`src/rtl/mbox_pkg.sv`:
```
// Shared types and helpers for the flash mailbox sequencer.
package mbox_pkg;

    typedef enum logic [1:0] {
        OP_FWRITE = 2'd0,
        OP_FREAD  = 2'd1,
        OP_AUTH   = 2'd2,
        OP_PCYC   = 2'd3
    } mb_op_e;

    typedef enum logic [1:0] {
        RES_OK        = 2'd0,
        RES_BAD_IMAGE = 2'd1,
        RES_DENIED    = 2'd2,
        RES_IO        = 2'd3
    } mb_res_e;

    localparam int unsigned CHUNK_DW = 16;

    // Map a job operation to the 4-bit command code of the mailbox.
    function automatic logic [3:0] op_code(input mb_op_e op);
        case (op)
            OP_FWRITE: return 4'h0;
            OP_AUTH:   return 4'h1;
            OP_FREAD:  return 4'h2;
            default:   return 4'h4;
        endcase
    endfunction

    // Map the device status nibble to a result code.
    function automatic mb_res_e decode_status(input logic [3:0] code);
        case (code)
            4'd0:    return RES_OK;
            4'd1:    return RES_BAD_IMAGE;
            4'd2:    return RES_DENIED;
            default: return RES_IO;
        endcase
    endfunction

endpackage

```
`src/rtl/mbox_cmd_fmt.sv`:
```
// Composes the 32-bit mailbox command word from operation, chunk size and
// word address. Assumes n_dw is 1..16 for flash operations.
module mbox_cmd_fmt
    import mbox_pkg::*;
#(
    parameter int DWA_W = 22
) (
    input  mb_op_e             op,
    input  logic [4:0]         n_dw,
    input  logic [DWA_W-1:0]   dw_addr,
    output logic [31:0]        word
);
    logic [3:0]  cnt_f;
    logic [21:0] addr_f;

    // Select count and address fields per operation.
    always_comb begin
        case (op)
            OP_FREAD: begin
                cnt_f  = (n_dw >= 5'd16) ? 4'd0 : n_dw[3:0];
                addr_f = 22'(dw_addr);
            end
            OP_FWRITE: begin
                cnt_f  = 4'(n_dw - 5'd1);
                addr_f = 22'(dw_addr);
            end
            default: begin
                cnt_f  = 4'd0;
                addr_f = 22'd0;
            end
        endcase
        word = {op_code(op), cnt_f, addr_f, 1'b0, 1'b1};
    end
endmodule

```
`src/rtl/mbox_timer.sv`:
```
// Deadline and poll-gap counters, both in clock cycles. arm loads the
// deadline (short or long); gap_arm loads the poll interval.
module mbox_timer #(
    parameter int LONG_DL  = 500000,
    parameter int SHORT_DL = 15000,
    parameter int POLL_GAP = 100
) (
    input  logic clk,
    input  logic rst_n,
    input  logic arm,
    input  logic short_sel,
    input  logic gap_arm,
    output logic expired,
    output logic gap_done
);
    localparam int DL_MAX = (LONG_DL > SHORT_DL) ? LONG_DL : SHORT_DL;
    localparam int TW     = $clog2(DL_MAX + 1);
    localparam int GW     = $clog2(POLL_GAP + 1);

    logic [TW-1:0] dl_q;
    logic [GW-1:0] gap_q;

    // Deadline counter: load on arm, count down to zero.
    always_ff @(posedge clk) begin
        if (!rst_n)
            dl_q <= '0;
        else if (arm)
            dl_q <= short_sel ? TW'(SHORT_DL) : TW'(LONG_DL);
        else if (dl_q != '0)
            dl_q <= dl_q - 1'b1;
    end

    // Poll gap counter: load on gap_arm, count down to zero.
    always_ff @(posedge clk) begin
        if (!rst_n)
            gap_q <= '0;
        else if (gap_arm)
            gap_q <= GW'(POLL_GAP);
        else if (gap_q != '0)
            gap_q <= gap_q - 1'b1;
    end

    assign expired  = (dl_q == '0);
    assign gap_done = (gap_q == '0);

    // once expired, the deadline stays expired until re-armed.
    p_expired_sticky_r5: assert property (@(posedge clk) disable iff (!rst_n)
        expired && !arm |=> expired);
endmodule

```
`src/rtl/mbox_seq.sv`:
```
// Flash mailbox command sequencer. Splits flash jobs into chunks of up to
// 16 words, issues command, polls, decodes status, moves data, retries
// timed-out chunks. Assumes the register port accepts one access at a time
// and answers each request with exactly one reg_done.
module mbox_seq
    import mbox_pkg::*;
#(
    parameter int LEN_W     = 16,
    parameter int DWA_W     = 22,
    parameter int IDX_W     = 8,
    parameter int DATA_BASE = 1,
    parameter int CMD_IDX   = 17,
    parameter int STAT_IDX  = 18,
    parameter int POLL_GAP  = 100,
    parameter int LONG_DL   = 500000,
    parameter int SHORT_DL  = 15000,
    parameter int MAX_RETRY = 3
) (
    input  logic              clk,
    input  logic              rst_n,
    input  logic              job_valid,
    input  logic [1:0]        job_op,
    input  logic [DWA_W-1:0]  job_dwaddr,
    input  logic [LEN_W-1:0]  job_len,
    output logic              job_ready,
    output logic              done,
    output logic [1:0]        result,
    output logic [LEN_W-1:0]  bytes_done,
    output logic              src_rd,
    input  logic [31:0]       src_data,
    output logic              rd_valid,
    output logic [LEN_W-3:0]  rd_index,
    output logic [31:0]       rd_data,
    output logic              reg_req,
    output logic              reg_we,
    output logic [IDX_W-1:0]  reg_addr,
    output logic [31:0]       reg_wdata,
    input  logic              reg_done,
    input  logic              reg_tmo,
    input  logic              reg_err,
    input  logic [31:0]       reg_rdata
);
    localparam int RDW_W = LEN_W - 2;
    localparam int RT_W  = $clog2(MAX_RETRY + 2);

    typedef enum logic [2:0] {
        S_IDLE, S_LOAD, S_CMD, S_POLL, S_GAP, S_STAT, S_FETCH
    } st_e;

    st_e               state;
    mb_op_e            op_q;
    logic [DWA_W-1:0]  addr_q;
    logic [RDW_W-1:0]  rem_q;
    logic [LEN_W-1:0]  len_q;
    logic [LEN_W-1:0]  moved_q;
    logic [3:0]        idx_q;
    logic [RT_W-1:0]   retry_q;
    logic              pend_q;
    logic              done_q;
    mb_res_e           res_q;
    logic              rd_valid_q;
    logic [RDW_W-1:0]  rd_idx_q;
    logic [31:0]       rd_data_q;

    logic [4:0]  chunk_n;
    logic [31:0] cmd_word;
    logic        acc_st, acc_fin, clean, is_flash, last_idx;
    logic        to_ev, pass_ev, dl_arm, gap_arm, expired, gap_done;
    mb_res_e     stat_res;

    // Chunk size: sixteen words or what is left.
    assign chunk_n  = (rem_q >= RDW_W'(CHUNK_DW)) ? 5'd16 : 5'(rem_q);
    assign is_flash = (op_q == OP_FWRITE) || (op_q == OP_FREAD);
    assign acc_st   = (state == S_LOAD) || (state == S_CMD) || (state == S_POLL)
                   || (state == S_STAT) || (state == S_FETCH);
    assign acc_fin  = pend_q && reg_done;
    assign clean    = acc_fin && !reg_tmo && !reg_err;
    assign last_idx = ({1'b0, idx_q} == chunk_n - 5'd1);
    assign stat_res = decode_status(reg_rdata[3:0]);

    mbox_cmd_fmt #(.DWA_W(DWA_W)) u_fmt (
        .op      (op_q),
        .n_dw    (chunk_n),
        .dw_addr (addr_q),
        .word    (cmd_word)
    );

    assign dl_arm  = (state == S_CMD) && clean;
    assign gap_arm = (state == S_POLL) && acc_fin && !reg_err
                  && (reg_tmo || reg_rdata[0]);

    mbox_timer #(.LONG_DL(LONG_DL), .SHORT_DL(SHORT_DL), .POLL_GAP(POLL_GAP)) u_tmr (
        .clk       (clk),
        .rst_n     (rst_n),
        .arm       (dl_arm),
        .short_sel (!is_flash),
        .gap_arm   (gap_arm),
        .expired   (expired),
        .gap_done  (gap_done)
    );

    // Chunk-level events: retryable timeout and clean chunk completion.
    always_comb begin
        to_ev = (acc_fin && reg_tmo && !reg_err
                 && ((state == S_CMD) || (state == S_STAT) || (state == S_FETCH)))
             || ((state == S_GAP) && expired);
        pass_ev = clean && (((state == S_STAT) && (stat_res == RES_OK) && (op_q != OP_FREAD))
                         || ((state == S_FETCH) && last_idx));
    end

    // Register port drive: one request per access state, then wait.
    always_comb begin
        reg_req   = acc_st && !pend_q;
        reg_we    = (state == S_LOAD) || (state == S_CMD);
        reg_wdata = (state == S_LOAD) ? src_data : cmd_word;
        case (state)
            S_LOAD, S_FETCH: reg_addr = IDX_W'(DATA_BASE) + IDX_W'(idx_q);
            S_STAT:          reg_addr = IDX_W'(STAT_IDX);
            default:         reg_addr = IDX_W'(CMD_IDX);
        endcase
    end

    assign src_rd     = reg_req && (state == S_LOAD);
    assign job_ready  = (state == S_IDLE);
    assign done       = done_q;
    assign result     = res_q;
    assign bytes_done = moved_q;
    assign rd_valid   = rd_valid_q;
    assign rd_index   = rd_idx_q;
    assign rd_data    = rd_data_q;

    // Main sequencer: job intake, per-state access handling, retries.
    always_ff @(posedge clk) begin
        if (!rst_n) begin
            state      <= S_IDLE;
            op_q       <= OP_FWRITE;
            addr_q     <= '0;
            rem_q      <= '0;
            len_q      <= '0;
            moved_q    <= '0;
            idx_q      <= '0;
            retry_q    <= '0;
            pend_q     <= 1'b0;
            done_q     <= 1'b0;
            res_q      <= RES_OK;
            rd_valid_q <= 1'b0;
            rd_idx_q   <= '0;
            rd_data_q  <= '0;
        end else begin
            done_q     <= 1'b0;
            rd_valid_q <= 1'b0;
            if (reg_req)
                pend_q <= 1'b1;
            else if (acc_fin)
                pend_q <= 1'b0;

            case (state)
                S_IDLE: if (job_valid) begin
                    op_q    <= mb_op_e'(job_op);
                    addr_q  <= job_dwaddr;
                    rem_q   <= job_len[LEN_W-1:2];
                    len_q   <= {job_len[LEN_W-1:2], 2'b00};
                    moved_q <= '0;
                    idx_q   <= '0;
                    retry_q <= '0;
                    if ((job_op == 2'(OP_FWRITE) || job_op == 2'(OP_FREAD))
                        && job_len[LEN_W-1:2] == '0) begin
                        done_q <= 1'b1;
                        res_q  <= RES_OK;
                    end else begin
                        state <= (job_op == 2'(OP_FWRITE)) ? S_LOAD : S_CMD;
                    end
                end
                S_LOAD: if (acc_fin) begin
                    if (!clean) begin
                        done_q <= 1'b1; res_q <= RES_IO; state <= S_IDLE;
                    end else if (last_idx) begin
                        idx_q <= '0; state <= S_CMD;
                    end else begin
                        idx_q <= idx_q + 1'b1;
                    end
                end
                S_CMD: if (acc_fin) begin
                    if (reg_err) begin
                        done_q <= 1'b1; res_q <= RES_IO; state <= S_IDLE;
                    end else if (!reg_tmo) begin
                        state <= S_POLL;
                    end
                end
                S_POLL: if (acc_fin) begin
                    if (reg_err) begin
                        done_q <= 1'b1; res_q <= RES_IO; state <= S_IDLE;
                    end else if (reg_tmo || reg_rdata[0]) begin
                        state <= S_GAP;
                    end else begin
                        state <= S_STAT;
                    end
                end
                S_GAP: if (!expired && gap_done) state <= S_POLL;
                S_STAT: if (acc_fin) begin
                    if (reg_err) begin
                        done_q <= 1'b1; res_q <= RES_IO; state <= S_IDLE;
                    end else if (!reg_tmo && stat_res != RES_OK) begin
                        done_q <= 1'b1; res_q <= stat_res; state <= S_IDLE;
                    end else if (!reg_tmo && op_q == OP_FREAD) begin
                        idx_q <= '0; state <= S_FETCH;
                    end
                end
                S_FETCH: if (acc_fin) begin
                    if (reg_err) begin
                        done_q <= 1'b1; res_q <= RES_IO; state <= S_IDLE;
                    end else if (!reg_tmo) begin
                        rd_valid_q <= 1'b1;
                        rd_data_q  <= reg_rdata;
                        rd_idx_q   <= moved_q[LEN_W-1:2] + RDW_W'(idx_q);
                        idx_q      <= idx_q + 1'b1;
                    end
                end
                default: state <= S_IDLE;
            endcase

            // Timed-out chunk: issue again from the command, or give up.
            if (to_ev) begin
                if (is_flash && retry_q < RT_W'(MAX_RETRY)) begin
                    retry_q <= retry_q + 1'b1;
                    idx_q   <= '0;
                    state   <= S_CMD;
                end else begin
                    done_q <= 1'b1; res_q <= RES_IO; state <= S_IDLE;
                end
            end

            // Completed chunk: advance or finish.
            if (pass_ev) begin
                idx_q <= '0;
                if (!is_flash) begin
                    done_q <= 1'b1; res_q <= RES_OK; state <= S_IDLE;
                end else begin
                    moved_q <= moved_q + LEN_W'({chunk_n, 2'b00});
                    addr_q  <= addr_q + DWA_W'(chunk_n);
                    rem_q   <= rem_q - RDW_W'(chunk_n);
                    if (rem_q == RDW_W'(chunk_n)) begin
                        done_q <= 1'b1; res_q <= RES_OK; state <= S_IDLE;
                    end else begin
                        state <= (op_q == OP_FWRITE) ? S_LOAD : S_CMD;
                    end
                end
            end
        end
    end

    // at most one register access outstanding.
    p_one_access_r4: assert property (@(posedge clk) disable iff (!rst_n)
        reg_req |=> !reg_req);
    // every command write carries the request bit.
    p_cmd_req_bit_r2: assert property (@(posedge clk) disable iff (!rst_n)
        reg_req && reg_we && reg_addr == IDX_W'(CMD_IDX) |-> reg_wdata[0]);
    // retries never exceed the bound.
    p_retry_bound_r6: assert property (@(posedge clk) disable iff (!rst_n)
        retry_q <= RT_W'(MAX_RETRY));
    // done lasts one cycle.
    p_done_pulse_r10: assert property (@(posedge clk) disable iff (!rst_n)
        done |=> !done);
    // a successful flash job reports its whole length.
    p_ok_bytes_r1: assert property (@(posedge clk) disable iff (!rst_n)
        done && result == 2'(RES_OK) && is_flash |-> bytes_done == len_q);
endmodule

```
`config.mk`:
```
export PLATFORM = sky130hd
export DESIGN_NAME = mbox_seq
export DESIGN_NICKNAME = d
export VERILOG_FILES = /design/src/rtl/mbox_pkg.sv /design/src/rtl/mbox_cmd_fmt.sv /design/src/rtl/mbox_timer.sv /design/src/rtl/mbox_seq.sv
export SDC_FILE = /design/constraint.sdc
export NUM_CORES = 1
export LEC_CHECK = 0
export BUFFER_PORTS_ARGS = -buffer_cell sky130_fd_sc_hd__buf_2
export CORE_MARGIN = 8
export CORE_UTILIZATION = 58
export DETAILED_ROUTE_END_ITERATION = 8
export HOLD_SLACK_MARGIN = 0.06
export PLACE_DENSITY = 0.86
export SLEW_MARGIN = 40
export SYNTH_ARGS = -nofsm -noshare
export SYNTH_HDL_FRONTEND = slang
export SYNTH_HIERARCHICAL = 1
export SYNTH_SLANG_ARGS = --single-unit
```
`constraint.sdc`:
```
create_clock -name clk -period 5.7 [get_ports clk]
set_clock_uncertainty 0.2 [all_clocks]
set_input_delay 0.57 -clock clk [delete_from_list [all_inputs] [get_ports clk]]
set_output_delay 0.57 -clock clk [all_outputs]
set_load 0.005 [all_outputs]
```
# Word level (Yosys, flattened, before mapping)
# Index checks and enable logic that the tools add are counted.
op_classes:
  order_cmp: 3
  n_eq_ne: 26
  n_mux: 102
  add_sub_neg: 10
  n_bitwise: 5
  reduce_logical: 60
ops:
  columns: ["op", "n"]
  rows:
  - ["2-to-1 mux 22 bit", 5]
  - ["2-to-1 mux 3 bit", 23]
  - ["2-to-1 mux 16 bit", 4]
  - ["2-to-1 mux 19 bit", 3]
  - ["2-to-1 mux 14 bit", 4]
  - ["2-to-1 mux 4 bit", 14]
  - ["2-to-1 mux 2 bit", 19]
  - ["2-to-1 mux 32 bit", 1]
  - ["!= test 4 bit, second input constant", 7]
  - ["adder 22 x 5 -> 22 bit", 1]
  - ["logical AND 1 bit", 22]
  - ["case mux 3 bit (7 select lines)", 1]
  - ["logical NOT 19 bit", 1]
  - ["nonzero test 19 bit", 1]
  - ["subtractor 19 x 1 -> 19 bit, second input constant", 1]
  - ["2-to-1 mux 1 bit", 18]
  - ["adder 16 x 7 -> 16 bit", 1]
  - ["case mux 4 bit (4 select lines)", 1]
  - ["adder 14 x 4 -> 14 bit", 1]
  - ["== test 14 x 5 -> 1 bit", 1]
  - [">= comparator 14 x 5 -> 1 bit, second input constant", 1]
  - ["logical NOT 14 bit", 1]
  - ["2-to-1 mux 7 bit", 2]
  - ["subtractor 14 x 5 -> 14 bit", 1]
  - ["other kinds (42)", 72]
word_totals:
  out_inout_bits: 110
  register_bits: 141

# Longest topological paths before layout
# Gate-level depths: netlist of the first run.
logic_depth:
  ltp_word: 13
  ltp_mapped: 16

# Hierarchy
# The synthesis of the first run kept the hierarchy.
by_module_without_submodules:
  columns: ["module", "cells_each", "area_per_inst_um2", "n_inst"]
  rows:
  - ["mbox_seq", 965, 6932.9, 1]
  - ["mbox_timer", 153, 1338.8, 1]
  - ["mbox_cmd_fmt", 53, 325.3, 1]

# Worst setup path before layout of the first run
# No wires, ideal clock.
synth_path:
  path_type: "register to register"
  from: "reg rem_q[8]"
  to: "reg addr_q[16]"
  path_stages_with_launch: 17
  arrival_time_ps: 3379
  path_buffers: 2
  path_slack_ps: 2002
  synth_period_minus_slack_ps: 3698
  t_required_ps: 5380
  path_cell_list: "dfxtp_1 clkbuf_1 nor4_4 and3_1 buf_4 nand2_1 inv_1 ha_1 inv_1 fa_1 nor2b_1 o21a_1 o21ai_0 a211o_1 nor3_1 a31oi_1 o31a_1"
synth_between:
  elab_chain_len: 8
  elab_cells_between_ends: 10
  classes_between: "2 x add/sub; 1 x order compare; 1 x eq/ne; 3 x mux; 3 x reduce/logical"
synth_lines:
  columns: ["element", "line", "rtl"]
  rows:
  - ["from (decl)", "mbox_seq.sv:53", "logic [RDW_W-1:0] rem_q;"]
  - ["from (signal assigned)", "mbox_seq.sv:161", "rem_q <= job_len[LEN_W-1:2];"]
  - ["from (signal assigned)", "mbox_seq.sv:241", "rem_q <= rem_q - RDW_W'(chunk_n);"]
  - [">= comparator 14 x 5 -> 1 bit (*)", "mbox_seq.sv:72", "assign chunk_n = (rem_q >= RDW_W'(CHUNK_DW)) ? 5'd16 : 5'(rem_q);"]
  - ["2-to-1 mux 5 bit (*)", "mbox_seq.sv:72", null]
  - ["via chunk_n[0]", "mbox_seq.sv:65", "logic [4:0] chunk_n;"]
  - ["branches (longest 5 deep; another with adder 22 x 5 -> 22 bit)", null, null]
  - ["2-to-1 mux 22 bit (*)", "mbox_seq.sv:234", "if (pass_ev) begin"]
  - ["to (signal assigned)", "mbox_seq.sv:160", "addr_q <= job_dwaddr;"]
  - ["to (signal assigned)", "mbox_seq.sv:240", "addr_q <= addr_q + DWA_W'(chunk_n);"]
  - ["to (decl)", "mbox_seq.sv:52", "logic [DWA_W-1:0] addr_q;"]
# Mark *: on every way through the listed nets, which the timed path passes.
# A chain may end at the register's enable or synchronous reset.

# Final worst setup path of the first run
layout_path:
  from: "reg rem_q[6]"
  to: "reg moved_q[8] (netlist: bytes_done[8])"
layout_between:
  elab_chain_len: 8
  elab_cells_between_ends: 10
  classes_between: "2 x add/sub; 1 x order compare; 1 x eq/ne; 3 x mux; 3 x reduce/logical"
layout_lines:
  columns: ["element", "line", "rtl"]
  rows:
  - [">= comparator 14 x 5 -> 1 bit (*)", "mbox_seq.sv:72", null]
  - ["2-to-1 mux 5 bit (*)", "mbox_seq.sv:72", null]
  - ["subtractor 5 x 1 -> 5 bit", null, null]
  - ["== test 4 x 5 -> 1 bit", "mbox_seq.sv:78", "assign last_idx = ({1'b0, idx_q} == chunk_n - 5'd1);"]
  - ["logical AND 1 bit", "mbox_seq.sv:108", "|| ((state == S_FETCH) && last_idx));"]
  - ["logical OR 1 bit", "mbox_seq.sv:108", null]
  - ["logical AND 1 bit", "mbox_seq.sv:107", "pass_ev = clean && (((state == S_STAT) && (stat_res == RES_OK) && (op_q != OP_FREAD))"]
  - ["2-to-1 mux 16 bit (*)", "mbox_seq.sv:234", null]
  - ["to (signal assigned)", "mbox_seq.sv:239", "moved_q <= moved_q + LEN_W'({chunk_n, 2'b00});"]
  - ["to (decl)", "mbox_seq.sv:55", "logic [LEN_W-1:0] moved_q;"]
# Every way passes the cells marked *; elsewhere a longest branch is shown, timed or not.

==> impl_results.md, run 1 <==
* Number of max-cap violations at 0
* VDD IR max at ~0.00022 V
* Synth area leaders: dfxtp_1, nand2_1, a21oi_1
* Critical path class: flop to flop
* FFs w/ async S/R, synth at 0%
* Iter 0 DRT Violations at 758
* CTS tree: built
* Unrepaired setup endpoints after global routing: no
* PD cells at around 360 nW/um^2
* Initial core utilization at slightly below 60%
* Post-Place Setup Slack at between 1 and 1.5 ns
* Clock share of power at 28.1%
* Layout Cells excl Fill at ~1500
* CP max stage delay at between 0.5 and 0.6 ns
* Area leader, netlist: dfxtp_1
* Initial antenna violation count at 1
* Req. time, crit path at 5.85 ns
* Die Span X at 138 um
* Share of cells above drive strength 1 at 21.5%
* Hold Path Class: input port to flop
* Post-synth top flop: dfxtp_1
* Cells after Synth at 1171
* Number of CTS-inserted buffers at 17
* Multi-input logic area at roughly 5400 sq um
* Outcome: complete, no violations
* Final setup violation count at 0
* H-tree Lvls at 4
* Vias/cell at roughly 6
* CTS clk-pin slew, worst paths at ~0.060 ns
* Fillcell total at 1176
* Commonest non-fill, non-tap cells in the layout: nand2_1, buf_2, dfxtp_1
* Worst Tran Pin Value at roughly 0.84 ns
* Placed Cells at roughly 1500
* Worst setup startpoint: rem_q[6]
* Core ar. at 14500 sq um
* Total I/O pin count at 220
* R2r setup slk at roughly 1.5 ns
* CP arrival at between 4 and 5 ns
* Mean Syn Cell Area at 7.34 sq um
* Hold Vio Cnt, Final at 0
* Vias at approximately 9200
* Sequential share of power at roughly a third
* Post-synthesis register bit count at 141
* All-layer global routing usage at a little over a quarter
* Critical Path End Type: flop
* Largest net degree at the start of global routing at 57
* Max-slew violations at 0
* Leak at 0.00449 uW
* Worst path slowest cell: nor4_4
* Final period utilization at 73.5%
* Final WL at around 26000 um
* CTS Hold Bufs at 0
* Vias in the first global route at 8535
* Synth cell types at 77
* Syn. warnings at 6
* RR Startpoint: rem_q[6]
* R2r endpoint: bytes_done[8]
* # DRC at 0
* Port bufs at approximately 210
* Mapped Area at between 8000 and 9000 sq um
* Hold_sp: reg_rdata[26]
* CTS Buffer Depth at 2
* Final ANT Viol Nets at 0
* Synth-to-Final Area Change at 19.1%
* Clock Latency Late Sink at between 0.4 and 0.5 ns
* Final HPWL DP at 18400 um
* Detailed Routing Iterations Pass 1 at 7
* Die Area at between 15000 and 20000 sq um
* Final setup margin at between 1.5 and 2 ns
* Grt ovf at 0
* Final Critical Period at between 4 and 5 ns
* Maximum fanout along the worst path at 25
* Hold Path Depth at 3
* Worst reg2reg path depth at 12
* Root buf cell: clkbuf_16
* Sequential standard cell area at 2820 sq um
* Power Internal at 2300 uW
* Std cell rows at 44
* Setup tns final at 0 ns
* Relative slew slack at between 40% and 50%
* Sw Pwr at roughly 1400 uW
* Post-synth EDFFs at 0
* Register area share after synthesis at 32.8%
* Most common cell after layout, fill and taps aside: nand2_1
* Vert. Die Dim at 138 um
* Critical-path cell list: nor4_4 -> and3_1 -> nand2_1 -> ha_1 -> xnor2_1 -> o32ai_1 -> a32oi_1 -> a2111o_1 -> and2_2 -> buf_4 -> or3_1 -> a21oi_1
* CTS sink cnt at about 140
* Peak Freq at roughly 240 MHz
* Crit start category: flop
* Avg WL per Cell at about 17 um
* First-pass GRT wire length at 40900 um
* Switching portion of total power at a little under two fifths
* PostCTS Resize Cnt at 0
* Logic pwr share at approximately 37%
* Buffers inserted by post-CTS timing repair at 0
* Yosys top cell area share at between 30 and 40%
* Hold endpoint: rd_data[26]
* Placer Congestion at between 0.9 and 1
* Final net count at 1468
[flip-flops by register name (all words and copies together), names as in the netlist, 3 cells and up]
register,count
idx_q,4
retry_q,3
addr_q,22
state,3
rd_index,14
u_tmr/gap_q,7
bytes_done,16
rd_data,32
rem_q,14
u_tmr/dl_q,19
[layer usage]
layer / vias up / track usage (%) / share of wire [%]
li1: 4425 / - / -
met1: 4253 / 31.6 / 39
met2: 415 / 44.8 / 48
met3: 65 / 6.02 / 8.8
met4: 0 / 13.4 / 3.4
met5: - / 0 / 0
[power groups by stage]
stage / registers [uW] / clock network (uW) / logic, uW
after floorplan: 1220 / 0 / 1040
after global placement: 1280 / 0 / 1310
after detailed placement: 1290 / 0 / 1350
after CTS: 1270 / 1050 / 1360
after global routing: 1300 / 1090 / 1520
final: 1280 / 1040 / 1380
[critical path, delay by kind of cell (launching register included)]
kind | cells | cell delay (ns)
AOI/OAI and AO/OA | 4 | 1.03
xor gates and xnor gates | 1 | 0.16
adders and majority gates | 1 | 0.30
buffers and inverters | 1 | 0.28
DFF | 1 | 0.36
and+or+nand+nor | 5 | 1.79
[Yosys cell counts (all sizes together), types with 9 or more instances]
master  number
nand3       42
nor2        73
nor3        33
a21oi       95
inv         32
a211oi      20
o211ai      10
a31oi       20
o31ai        9
mux2i       10
nor4        12
ha          21
o31a        10
nor2b       38
nand2      263
and3        27
o21ai       43
buf         24
nand4       11
or3         13
clkbuf      59
nand2b      19
xnor2       26
xor2        10
dfxtp      141
[worst max-delay path by stage]
stage                                 to  slack (ns)  depth (start not counted)
after floorplan               addr_q[16]        2.00                         16
after detailed placement      addr_q[16]        1.42                         14
after global placement    bytes_done[12]        1.51                         12
after CTS                     addr_q[18]        1.40                         14
final                      bytes_done[8]        1.51                         12
after global routing       bytes_done[8]        1.28                         12
[cell type report]
| type | instances | share of cell area [%] |
|---|---|---|
| Timing Repair Buffer | 224 | 11.2 |
| Antenna cell | 1 | 0.0244 |
| Inverter | 32 | 1.17 |
| Tap cell | 184 | 2.25 |
| Multi-Input combinational cell | 918 | 52.3 |
| Clock buffer | 21 | 4.50 |
| Clock inverter | 11 | 0.917 |
| Sequential cell | 141 | 27.6 |
[kinds of logic after synthesis]
family                     after synthesis  synth area share (%)
xor gates and xnor gates                37                  3.94
AOI/OAI and AO/OA                      269                  20.3
other                                    4                 0.175
buffers and inverters                  115                  5.53
and+or+nand+nor                        570                  32.2
adders and majority gates               24                  3.75
muxes                                   11                  1.30
DFF                                    141                  32.8
[through the flow]
step	util [%]	hold slack, ns	instance area (sq um)	power (uW)
2_1_floorplan	-	0.248	8610	2270
3_3_place_gp	66.4	0.238	9650	2590
3_5_place_dp	66.5	0.243	9660	2640
4_1_cts	70.3	0.166	10200	3680
5_1_grt	70.4	0.170	10200	3910
6_report	70.4	0.177	10200	3690
Power figures use the tool's default switching activity.
==> inputs of run 2 (changes only) <==
Settings changed: CORE_UTILIZATION 58 to 54, PLACE_DENSITY 0.86 to 0.81.
Clock period 5.7 ns to 3.92 ns, I/O delays scaled along.
==> impl_results.md, run 2 (synthesized netlist as in run 1, its figures left out) <==
* Outcome: complete, no violations
* Layout Cells excl Fill at 1626 (+6.1%)
* Req. time, crit path at 4.07 ns (-1.78 ns)
* Number of CTS-inserted buffers at 17 (unchanged)
* CP max stage delay at 0.47 ns (-0.04 ns)
* Iter 0 DRT Violations at 757 (-0.13%)
* Final setup violation count at 0 (unchanged)
* Worst reg2reg path depth at 12 (unchanged)
* Max-slew violations at 0 (unchanged)
* Maximum fanout along the worst path at 20 (-20%)
* Largest register FFs at 32 (unchanged)
* Peak Freq at 269 MHz (+13%)
* Avg WL per Cell at 16.3 um (-4.9%)
* Setup tns final at 0 ns (unchanged)
* Critical path class: flop to flop
* Final HPWL DP at 18300 um (-0.63%)
* Vias at 9242 (+0.92%)
* R2r setup slk at 0.21 ns (-1.30 ns)
* CTS tree: built
* Root buf cell: clkbuf_16
* CTS sink cnt at 141 (unchanged)
* Buffers inserted by post-CTS timing repair at 0 (unchanged)
* Tot Pwr at 5560 uW (+51%)
* Grt ovf at 0 (unchanged)
* First-pass GRT wire length at 42500 um (+4.0%)
* Placer Congestion at 0.900 (-4.7%)
* Die Area at 20200 sq um (+6.5%)
* Crit start category: flop
* Vias in the first global route at 8629 (+1.1%)
* Largest net degree at the start of global routing at 57 (unchanged)
* Share of cells above drive strength 1 at 21.8% (+0.36 points)
* Std cell rows at 46 (+4.5%)
* Commonest non-fill, non-tap cells in the layout: nand2_1, buf_2, dfxtp_1
* Total I/O pin count at 220 (unchanged)
* Core ar. at 15700 sq um (+8.1%)
* Most common cell after layout, fill and taps aside: nand2_1
* Final Critical Period at 3.71 ns (-0.475 ns)
* Critical-path cell list: nor4_4 -> and3_4 -> nand2_1 -> ha_1 -> xnor2_1 -> o32ai_1 -> a32oi_1 -> a2111o_1 -> and2_2 -> buf_4 -> or3_1 -> a21oi_1
* # DRC at 0 (unchanged)
* CTS clk-pin slew, worst paths at 0.06 ns (about the same)
* Hold Vio Cnt, Final at 0 (unchanged)
* H-tree Lvls at 4 (unchanged)
* Worst Tran Pin Value at 0.636 ns (-0.200 ns)
* All-layer global routing usage at 25.6% (-1.2 points)
* Critical Path End Type: flop
* Unrepaired setup endpoints after global routing: no
* Final net count at 1530 (+4.2%)
* Relative slew slack at 57.3% (+13 points)
* Vert. Die Dim at 142 um (+3.2%)
* Number of max-cap violations at 0 (unchanged)
* Clock Latency Late Sink at 0.42 ns (about the same)
* PD cells at 512 nW/um^2 (+42%)
* Die Span X at 142 um (+3.2%)
* Final WL at 26500 um (+0.94%)
* Final period utilization at 94.7% (+21 points)
* CTS Buffer Depth at 2 (unchanged)
* Initial core utilization at 54.7% (-4.4 points)
* VDD IR max at 0.000405 V (+83%)
* Placed Cells at 1554 (+3.7%)
* Worst path slowest cell: a2111o_1
* Hold Path Class: input port to flop
* Leak at 0.00480 uW (+6.8%)
* Final ANT Viol Nets at 0 (unchanged)
* CP arrival at 3.86 ns (-0.48 ns)
* Initial antenna violation count at 0 (-1)
* Hold Path Depth at 3 (unchanged)
* Detailed Routing Iterations Pass 1 at 5 (-2)
* Synth-to-Final Area Change at 26.3%
* Utilization after layout at 69.1% (-1.3 points)
* Vias/cell at 5.68 (-4.9%)
* Port bufs at 214 (unchanged)
## run 2: cell count changes in the layout (fill, tap and decap cells not counted), sizes merged
cell         change
buf             +23
clkinv           -1
diode            +2
clkinvlp         -4
clkbuf           +1
bufinv           +2
dlygate4sd3     +39
## run 2: final timing paths
kind                from       endpoint
min reg2reg  rd_data[26]    rd_data[26]
min           job_len[5]       rem_q[3]
max reg2reg     rem_q[6]  bytes_done[8]
max             rem_q[6]  bytes_done[8]
## run 2: what timing repair did
| item | in CTS | in global routing |
|---|---|---|
| gates resized for setup | 0 | 4 |
| endpoints found under the hold margin | 38 | 1 |
| hold buffers | 38 | 1 |
| setup endpoints to repair | 0 | 28 |
## run 2: critical path, delay by kind of cell (launching register included)
| kind | cells | cell delay [ns] |
|---|---|---|
| and+or+nand+nor | 5 | 1.30 |
| AOI/OAI and AO/OA | 4 | 1.06 |
| DFF | 1 | 0.37 |
| adders and majority gates | 1 | 0.27 |
| buffers and inverters | 1 | 0.26 |
| xor gates and xnor gates | 1 | 0.16 |
## run 2: power breakdown
group,leakage [uW],internal (uW),switching [uW],total (uW)
logic,0.00335,912,1190,2100
clock network,0.000295,1040,593,1630
registers,0.00115,1610,220,1830
total,0.00480,3560,2000,5560
## run 2: final cells by class
| type | count | area [sq um] |
|---|---|---|
| antenna | 3 | 7.51 |
| clock buffer | 22 | 474 |
| clock inverter | 8 | 115 |
| fill | 1322 | 4850 |
| inverter | 32 | 120 |
| multi-input combinational | 918 | 5340 |
| sequential | 141 | 2820 |
| tap | 216 | 270 |
| timing repair buffer | 286 | 1710 |
## run 2: through the flow
step	worst slack, ns	hold WS (ns)	cell area (sq um)
finish	0.206	0.0582	10900
floorplan	0.222	0.248	8610
global placement	0.180	0.238	9860
detailed placement	0.0888	0.243	9860
CTS	0.0589	0.0601	10800
global route	0.0120	0.0652	10900
## run 2: per-layer routing
metal  routed length [um]  share of wire, %  vias up  track usage (%)
met3                 2210               8.3       52             6.34
met2                12800                48      347             42.8
met1                11000                41     4300             31.1
met4                  578               2.2        0             9.61
li1                     -                 -     4543                -
met5                    0                 0        -                0
